===== src/rtl/cmp_timer_pkg.sv =====
`timescale 1ns/1ps
// Shared constants for the compare timer: register indices, control bit
// positions, status layout and control write masks.
package cmp_timer_pkg;
    localparam int unsigned ADDR_W     = 4;
    localparam int unsigned ST_W       = 6;

    localparam logic [ADDR_W-1:0] IDX_CTRL   = 4'd0;
    localparam logic [ADDR_W-1:0] IDX_DIV    = 4'd1;
    localparam logic [ADDR_W-1:0] IDX_STATUS = 4'd2;
    localparam logic [ADDR_W-1:0] IDX_IEN    = 4'd3;
    localparam logic [ADDR_W-1:0] IDX_CMP0   = 4'd4;
    localparam logic [ADDR_W-1:0] IDX_COUNT  = 4'd9;

    localparam int unsigned CB_EN      = 0;
    localparam int unsigned CB_RSTART  = 1;
    localparam int unsigned CB_SRC_LO  = 6;
    localparam int unsigned CB_FREE    = 9;
    localparam int unsigned CB_SWR     = 15;
    localparam int unsigned ST_ROLL    = 5;

    // Bits 2, 4, 10..15 are never stored (bit 15 acts, then reads 0).
    localparam logic [31:0] CTRL_STORE = 32'hFFFF_03EB;
    // Bits kept by a software reset.
    localparam logic [31:0] CTRL_SOFT  = 32'hFFFF_03C0;

    typedef enum logic [2:0] {
        SRC_NONE0 = 3'd0,
        SRC_PER_A = 3'd1,
        SRC_PER_B = 3'd2,
        SRC_NONE3 = 3'd3,
        SRC_SLOW  = 3'd4
    } src_code_e;
endpackage


===== src/rtl/cmp_timer_regs.sv =====
`timescale 1ns/1ps
// Register file of the compare timer: control, divider, interrupt enable and
// compare values. Decodes bus writes into the side-effect pulses (software
// reset, enable restart, compare-1 clear, status clear mask).
// Assumes a single write per cycle and a synchronous active-low reset.
module cmp_timer_regs
    import cmp_timer_pkg::*;
#(
    parameter int unsigned DATA_W  = 32,
    parameter int unsigned CNT_W   = 32,
    parameter int unsigned PRE_W   = 12,
    parameter int unsigned NUM_CMP = 3
) (
    input  logic                            clk,
    input  logic                            rst_n,
    input  logic                            bus_we,
    input  logic [ADDR_W-1:0]               bus_addr,
    input  logic [DATA_W-1:0]               bus_wdata,
    output logic [DATA_W-1:0]               ctrl_q,
    output logic [PRE_W-1:0]                div_q,
    output logic [ST_W-1:0]                 ien_q,
    output logic [NUM_CMP-1:0][CNT_W-1:0]   cmp_q,
    output logic                            soft_rst,
    output logic                            en_start,
    output logic                            cmp1_clr,
    output logic [ST_W-1:0]                 sts_clr
);
    logic wr_ctrl;

    // Write decode and side-effect pulses.
    always_comb begin
        wr_ctrl  = bus_we && (bus_addr == IDX_CTRL);
        soft_rst = wr_ctrl && bus_wdata[CB_SWR];
        en_start = wr_ctrl && !soft_rst && !ctrl_q[CB_EN]
                   && bus_wdata[CB_EN] && bus_wdata[CB_RSTART];
        cmp1_clr = bus_we && (bus_addr == IDX_CMP0) && !ctrl_q[CB_FREE];
        sts_clr  = (bus_we && (bus_addr == IDX_STATUS)) ? bus_wdata[ST_W-1:0] : '0;
    end

    // Control register: masked store, software reset keeps upper fields.
    always_ff @(posedge clk) begin
        if (!rst_n)
            ctrl_q <= '0;
        else if (wr_ctrl)
            ctrl_q <= soft_rst ? (bus_wdata & CTRL_SOFT) : (bus_wdata & CTRL_STORE);
    end

    // Divider setting.
    always_ff @(posedge clk) begin
        if (!rst_n || soft_rst)
            div_q <= '0;
        else if (bus_we && (bus_addr == IDX_DIV))
            div_q <= bus_wdata[PRE_W-1:0];
    end

    // Interrupt enable mask.
    always_ff @(posedge clk) begin
        if (!rst_n || soft_rst)
            ien_q <= '0;
        else if (bus_we && (bus_addr == IDX_IEN))
            ien_q <= bus_wdata[ST_W-1:0];
    end

    // One compare register per channel.
    for (genvar c = 0; c < NUM_CMP; c++) begin : g_cmp
        localparam logic [ADDR_W-1:0] MY_IDX = IDX_CMP0 + ADDR_W'(c);
        always_ff @(posedge clk) begin
            if (!rst_n || soft_rst)
                cmp_q[c] <= '1;
            else if (bus_we && (bus_addr == MY_IDX))
                cmp_q[c] <= bus_wdata[CNT_W-1:0];
        end
    end
endmodule


===== src/rtl/cmp_timer_prescale.sv =====
`timescale 1ns/1ps
// Clock-source selection and divider. Produces a one-cycle advance pulse
// once every (div+1) selected ticks while enabled.
// Assumes ticks are single-cycle enables in the system clock domain.
module cmp_timer_prescale
    import cmp_timer_pkg::*;
#(
    parameter int unsigned PRE_W = 12
) (
    input  logic             clk,
    input  logic             rst_n,
    input  logic             soft_rst,
    input  logic             phase_clr,
    input  logic             enable,
    input  logic [2:0]       src_sel,
    input  logic [PRE_W-1:0] div_val,
    input  logic             tick_per,
    input  logic             tick_slow,
    output logic             adv
);
    logic             src_tick;
    logic [PRE_W-1:0] phase_q;

    // Decode the source code into a tick.
    always_comb begin
        case (src_code_e'(src_sel))
            SRC_PER_A, SRC_PER_B: src_tick = tick_per;
            SRC_SLOW:             src_tick = tick_slow;
            default:              src_tick = 1'b0;
        endcase
        adv = enable && src_tick && (phase_q >= div_val);
    end

    // Divider phase counter.
    always_ff @(posedge clk) begin
        if (!rst_n || soft_rst || phase_clr)
            phase_q <= '0;
        else if (enable && src_tick)
            phase_q <= adv ? '0 : phase_q + 1'b1;
    end
endmodule


===== src/rtl/cmp_timer_counter.sv =====
`timescale 1ns/1ps
// Main counter, per-channel compare, and status flags. Flags set on an
// advance step; a bus write-one clear loses to a simultaneous set.
module cmp_timer_counter
    import cmp_timer_pkg::*;
#(
    parameter int unsigned CNT_W   = 32,
    parameter int unsigned NUM_CMP = 3
) (
    input  logic                          clk,
    input  logic                          rst_n,
    input  logic                          soft_rst,
    input  logic                          cnt_clr,
    input  logic                          adv,
    input  logic                          free_run,
    input  logic [NUM_CMP-1:0][CNT_W-1:0] cmp_q,
    input  logic [ST_W-1:0]               sts_clr,
    output logic [CNT_W-1:0]              cnt_q,
    output logic [ST_W-1:0]               sts_q
);
    logic [NUM_CMP-1:0] hit;
    logic [ST_W-1:0]    sts_set;
    logic               at_max;

    // Equality comparators, one per channel.
    for (genvar c = 0; c < NUM_CMP; c++) begin : g_hit
        assign hit[c] = (cnt_q == cmp_q[c]);
    end

    // Flags raised by this step.
    always_comb begin
        at_max  = &cnt_q;
        sts_set = '0;
        for (int k = 0; k < NUM_CMP; k++)
            sts_set[k] = adv && hit[k];
        sts_set[ST_ROLL] = adv && at_max;
    end

    // Counter: clear, restart on compare 1, or increment with natural wrap.
    always_ff @(posedge clk) begin
        if (!rst_n || soft_rst || cnt_clr)
            cnt_q <= '0;
        else if (adv)
            cnt_q <= (!free_run && hit[0]) ? '0 : cnt_q + 1'b1;
    end

    // Status flags: set wins over write-one clear.
    always_ff @(posedge clk) begin
        if (!rst_n || soft_rst)
            sts_q <= '0;
        else
            sts_q <= (sts_q & ~sts_clr) | sts_set;
    end
endmodule


===== src/rtl/cmp_timer_top.sv =====
`timescale 1ns/1ps
// Compare timer top: ties registers, divider and counter together, provides
// the combinational read mux and the level interrupt.
// Assumes CNT_W <= DATA_W and NUM_CMP <= 3.
module cmp_timer_top
    import cmp_timer_pkg::*;
#(
    parameter int unsigned DATA_W  = 32,
    parameter int unsigned CNT_W   = 32,
    parameter int unsigned PRE_W   = 12,
    parameter int unsigned NUM_CMP = 3
) (
    input  logic              clk,
    input  logic              rst_n,
    input  logic              tick_per,
    input  logic              tick_slow,
    input  logic              bus_we,
    input  logic [3:0]        bus_addr,
    input  logic [DATA_W-1:0] bus_wdata,
    output logic [DATA_W-1:0] bus_rdata,
    output logic              irq
);
    logic [DATA_W-1:0]             ctrl_q;
    logic [PRE_W-1:0]              div_q;
    logic [ST_W-1:0]               ien_q;
    logic [NUM_CMP-1:0][CNT_W-1:0] cmp_q;
    logic                          soft_rst, en_start, cmp1_clr, adv;
    logic [ST_W-1:0]               sts_clr, sts_q;
    logic [CNT_W-1:0]              cnt_q;

    cmp_timer_regs #(
        .DATA_W(DATA_W), .CNT_W(CNT_W), .PRE_W(PRE_W), .NUM_CMP(NUM_CMP)
    ) u_regs (
        .clk(clk), .rst_n(rst_n), .bus_we(bus_we), .bus_addr(bus_addr),
        .bus_wdata(bus_wdata), .ctrl_q(ctrl_q), .div_q(div_q), .ien_q(ien_q),
        .cmp_q(cmp_q), .soft_rst(soft_rst), .en_start(en_start),
        .cmp1_clr(cmp1_clr), .sts_clr(sts_clr)
    );

    cmp_timer_prescale #(.PRE_W(PRE_W)) u_pre (
        .clk(clk), .rst_n(rst_n), .soft_rst(soft_rst), .phase_clr(en_start),
        .enable(ctrl_q[CB_EN]), .src_sel(ctrl_q[CB_SRC_LO +: 3]),
        .div_val(div_q), .tick_per(tick_per), .tick_slow(tick_slow), .adv(adv)
    );

    cmp_timer_counter #(.CNT_W(CNT_W), .NUM_CMP(NUM_CMP)) u_cnt (
        .clk(clk), .rst_n(rst_n), .soft_rst(soft_rst),
        .cnt_clr(en_start || cmp1_clr), .adv(adv),
        .free_run(ctrl_q[CB_FREE]), .cmp_q(cmp_q), .sts_clr(sts_clr),
        .cnt_q(cnt_q), .sts_q(sts_q)
    );

    // Read mux by word index; unmapped and capture indices read zero.
    always_comb begin
        bus_rdata = '0;
        if (bus_addr == IDX_CTRL)        bus_rdata = ctrl_q;
        else if (bus_addr == IDX_DIV)    bus_rdata = DATA_W'(div_q);
        else if (bus_addr == IDX_STATUS) bus_rdata = DATA_W'(sts_q);
        else if (bus_addr == IDX_IEN)    bus_rdata = DATA_W'(ien_q);
        else if (bus_addr == IDX_COUNT)  bus_rdata = DATA_W'(cnt_q);
        else begin
            for (int c = 0; c < NUM_CMP; c++)
                if (bus_addr == IDX_CMP0 + 4'(c))
                    bus_rdata = DATA_W'(cmp_q[c]);
        end
    end

    // Level interrupt from masked flags while enabled.
    assign irq = ctrl_q[CB_EN] && |(sts_q & ien_q);
endmodule


===== config.mk =====
export PLATFORM = sky130hd
export DESIGN_NAME = cmp_timer_top
export DESIGN_NICKNAME = d
export VERILOG_FILES = /design/src/rtl/cmp_timer_pkg.sv /design/src/rtl/cmp_timer_regs.sv /design/src/rtl/cmp_timer_prescale.sv /design/src/rtl/cmp_timer_counter.sv /design/src/rtl/cmp_timer_top.sv
export SDC_FILE = /design/constraint.sdc
export NUM_CORES = 1
export LEC_CHECK = 0
export BUFFER_PORTS_ARGS = -buffer_cell sky130_fd_sc_hd__clkbuf_2
export CAP_MARGIN = 20
export CORE_UTILIZATION = 50
export CTS_BUF_LIST = sky130_fd_sc_hd__clkbuf_8
export CTS_CLUSTER_DIAMETER = 50
export DETAILED_ROUTE_END_ITERATION = 16
export PLACE_DENSITY = 0.68
export SLEW_MARGIN = 20
export SYNTH_ARGS = -nofsm -noshare
export SYNTH_HDL_FRONTEND = slang
export SYNTH_SLANG_ARGS = --single-unit

===== constraint.sdc =====
create_clock -name clk -period 3.88 [get_ports clk]
set_clock_uncertainty 0.15 [all_clocks]
set_input_delay 0.582 -clock clk [delete_from_list [all_inputs] [get_ports clk]]
set_output_delay 0.582 -clock clk [all_outputs]
set_load 0.02 [all_outputs]

==> qor.yml <==
cts_tree: "done"
ys_seq_area_share_pct: 37.6
grtUsageMet2_pct: 50.2
floorplan.initialDensity_pct: 51.3
p_leak_nw: 4.30
gp_congestion: 1.01
post_cts_buffers: 0
mostFrequentLayoutCell: "nand2_1"
cts_max_level: 4
die_x_um: 143
busiest_layer: "met2"
grt_pass1_vias: 8824
layout_common_cells: "nand2_1 (337), dfxtp_1 (188), nand3_1 (120), xnor2_1 (105), clkbuf_2 (73)"
cts_resized: 0
synthTopCellsByArea: "dfxtp_1 (38%), nand2_1 (13%), xnor2_1 (9.2%), nand3_1 (6.0%), a22oi_1 (3.1%)"
num_vias: 9711
outcome: "finished clean"
wl_um: 33600
wire_per_inst_um: 21.1
power_density_nw_per_um2: 346
yosys.area.top_type: "dfxtp_1"
syn_inst: 1285
crit_slowest_cell: "nor3b_4"
grt_util_met3_pct: 7.23
pwr-share-comb_pct: 10.3
antenna_found_initial: 0
worst_path_largest_cell_delay_ns: 0.63
area_growth_pct: 9.76
cts_buffers: 17
intPower_mw: 2.76
cts_hold_buf: 0
start_kind: "input pin"
path_class: "input pin to output pin"
syn_area_um2: 10000
min_period_ns: 3.31
grt_first_pass_wirelength_um: 51300
coreArea_um2: 19500
crit_path_end_kind: "output pin"
finalHoldViolations: 0
clkTransAtPathRegs_ns: 0.10
worst_hold_slack_ns: 0.191
viasPerCell: 6.10
grtUsageTotal_pct: 33.4
pwr-share-seq_pct: 52.7
r2r_slack_ns: 0.91
drc: 0
ir_drop_mv: 0.204
ys_ff_latch: 188
synth_top_area_share_pct: 37.6
crit_path_frequent_cell: "clkbuf_2"
layout-drive-gt1-share_pct: 13.3
yosys_warnings: 0
netSwitchingFraction_pct: 27.5
p_sw_mw: 1.05
period_share_pct: 85.4
dr.pass1.iters: 8
syn_avg_cell_area_um2: 7.79
crit_path_cell_trace: "clkbuf_2 -> nand2_1 -> nor3b_4 -> buf_4 -> a22oi_1 -> nand3_1 -> clkbuf_2"
slew_headroom_pct: 29.5
synth_cell_types: 68
io_pins: 74
grt_max_degree: 52
power_frac_clock_pct: 37.0
rsz0062_at_grt: "false"
crit_fanout: 16
worstMarginPinSlew_ns: 1.05
drv_cap: 0
hold_start: "bus_wdata[12]"
arrival_ns: 2.58
async_reset_ff_share_pct: 0
reg2reg_from: "u_regs.div_q[9]"
antenna_cells: 0
drt_first_iter_violations: 1332
whs_path_depth: 3
cts_sinks: 188
synth_edf_count: 0
cts_buffer_depth: 2
dp_hpwl_um: 24200
nets: 1370
crit_required_ns: 3.15
insertion_delay_ns: 0.48
fmax_mhz: 302
synthFlopType: "dfxtp_1"
grt_overflow: 0
slew_viol_final: 0
root_buffer: "clkbuf_8"
r2r_end: "u_pre.phase_q[1]"
postRouteAntennaNets: 0
rr_worst_depth: 8
fp.dieH_um: 143
gr-usage-met1_pct: 46.9
port_buffers: 73
synth_fp_nets: 1340
die_area_um2: 20600
hold_class: "input pin to flip-flop"
tns_ns: 0
setup_viol: 0
rows: 51
whs_endpoint: "u_regs.cmp_q[44]"
cell type report:
cell class	count	area (um2)
well taps	265	332
clock inverters	14	165
flip-flops and latches	188	3760
multi-input cells	962	5650
repair buffers	119	723
inverters	27	101
clock buffers	18	248
fillers	1921	8540
how the worst max path moves through the flow:
stage / start / end / slack [ns] / depth (start not counted)
floorplan: bus_addr[3] / bus_rdata[4] / 0.95 / 6
global placement: bus_addr[0] / bus_rdata[3] / 0.67 / 7
detailed placement: bus_addr[0] / bus_rdata[3] / 0.63 / 7
CTS: bus_addr[0] / bus_rdata[3] / 0.62 / 7
global route: bus_addr[0] / bus_rdata[3] / 0.50 / 7
finish: bus_addr[0] / bus_rdata[3] / 0.57 / 7
stage by stage:
stage	total power [mW]	cell area [um2]	instances	worst slack [ns]	utilization, %
floorplan	2.28	10000	1285	0.948	-
global placement	2.43	10600	1561	0.668	54.2
detailed placement	2.43	10600	1561	0.632	54.2
CTS	3.80	11000	1593	0.618	56.3
global route	3.91	11000	1593	0.500	56.3
finish	3.80	11000	1593	0.566	56.3
power by group through the flow:
stage                     registers [mW]  logic [mW]  clock network, mW
after floorplan                     2.03       0.253                  0
after global placement              2.05       0.380                  0
after detailed placement            2.05       0.382                  0
after CTS                           2.00       0.384               1.41
after global routing                2.01       0.415               1.49
final                               2.01       0.391               1.41
cells in the mapped netlist (4+ instances only):
cell and n:
and2_1 4, buf_6 6, o2bb2ai_1 7, a22oi_1 42, nor3_1 7, o21ai_0 12, buf_4 5, nor3b_1 6
a21o_1 4, xnor2_1 105, a222oi_1 18, nand2_1 337, o32ai_1 6, and3_1 10, buf_2 36, nand2b_1 4
a31oi_1 8, mux2i_1 7, inv_1 27, clkbuf_1 60, a221o_1 4, ha_1 14, a21boi_0 20, nand3_1 120
nand4_1 32, nor2_1 56, dfxtp_1 188, nor4_1 10, a32o_1 4, a21oi_1 37, nor2b_1 7, o22ai_1 7
a32oi_1 8, o211ai_1 5
critical path: cells and delay by family:
family                 cells  cell delay [ns]
and+or+nand+nor            3             1.00
buffers and inverters      3             0.89
AOI/OAI and AO/OA          1             0.10
cell families after synthesis:
family,count (synthesis),synth area share [%]
simple gates,621,28.2
compound gates,208,15.4
flops,188,37.6
buf+inv,135,6.15
xor+xnor,108,9.45
fa+ha+maj,14,1.75
mux,11,1.49
state kept, by name (all words and copies together) (netlist names):
name           flops
u_cnt.cnt_q       32
u_cnt.sts_q        6
u_regs.cmp_q      96
u_regs.div_q      12
u_regs.ien_q       6
u_pre.phase_q     12
u_regs.ctrl_q     24
metal layers:
metal | part of all wire, % | wire [um] | up-vias
li1 | - | - | 4515
met1 | 43 | 14600 | 4642
met2 | 44 | 14800 | 484
met3 | 9.5 | 3180 | 70
met4 | 3.0 | 1010 | 0
met5 | 0 | 0 | -
(Power assumes the default switching activity.)
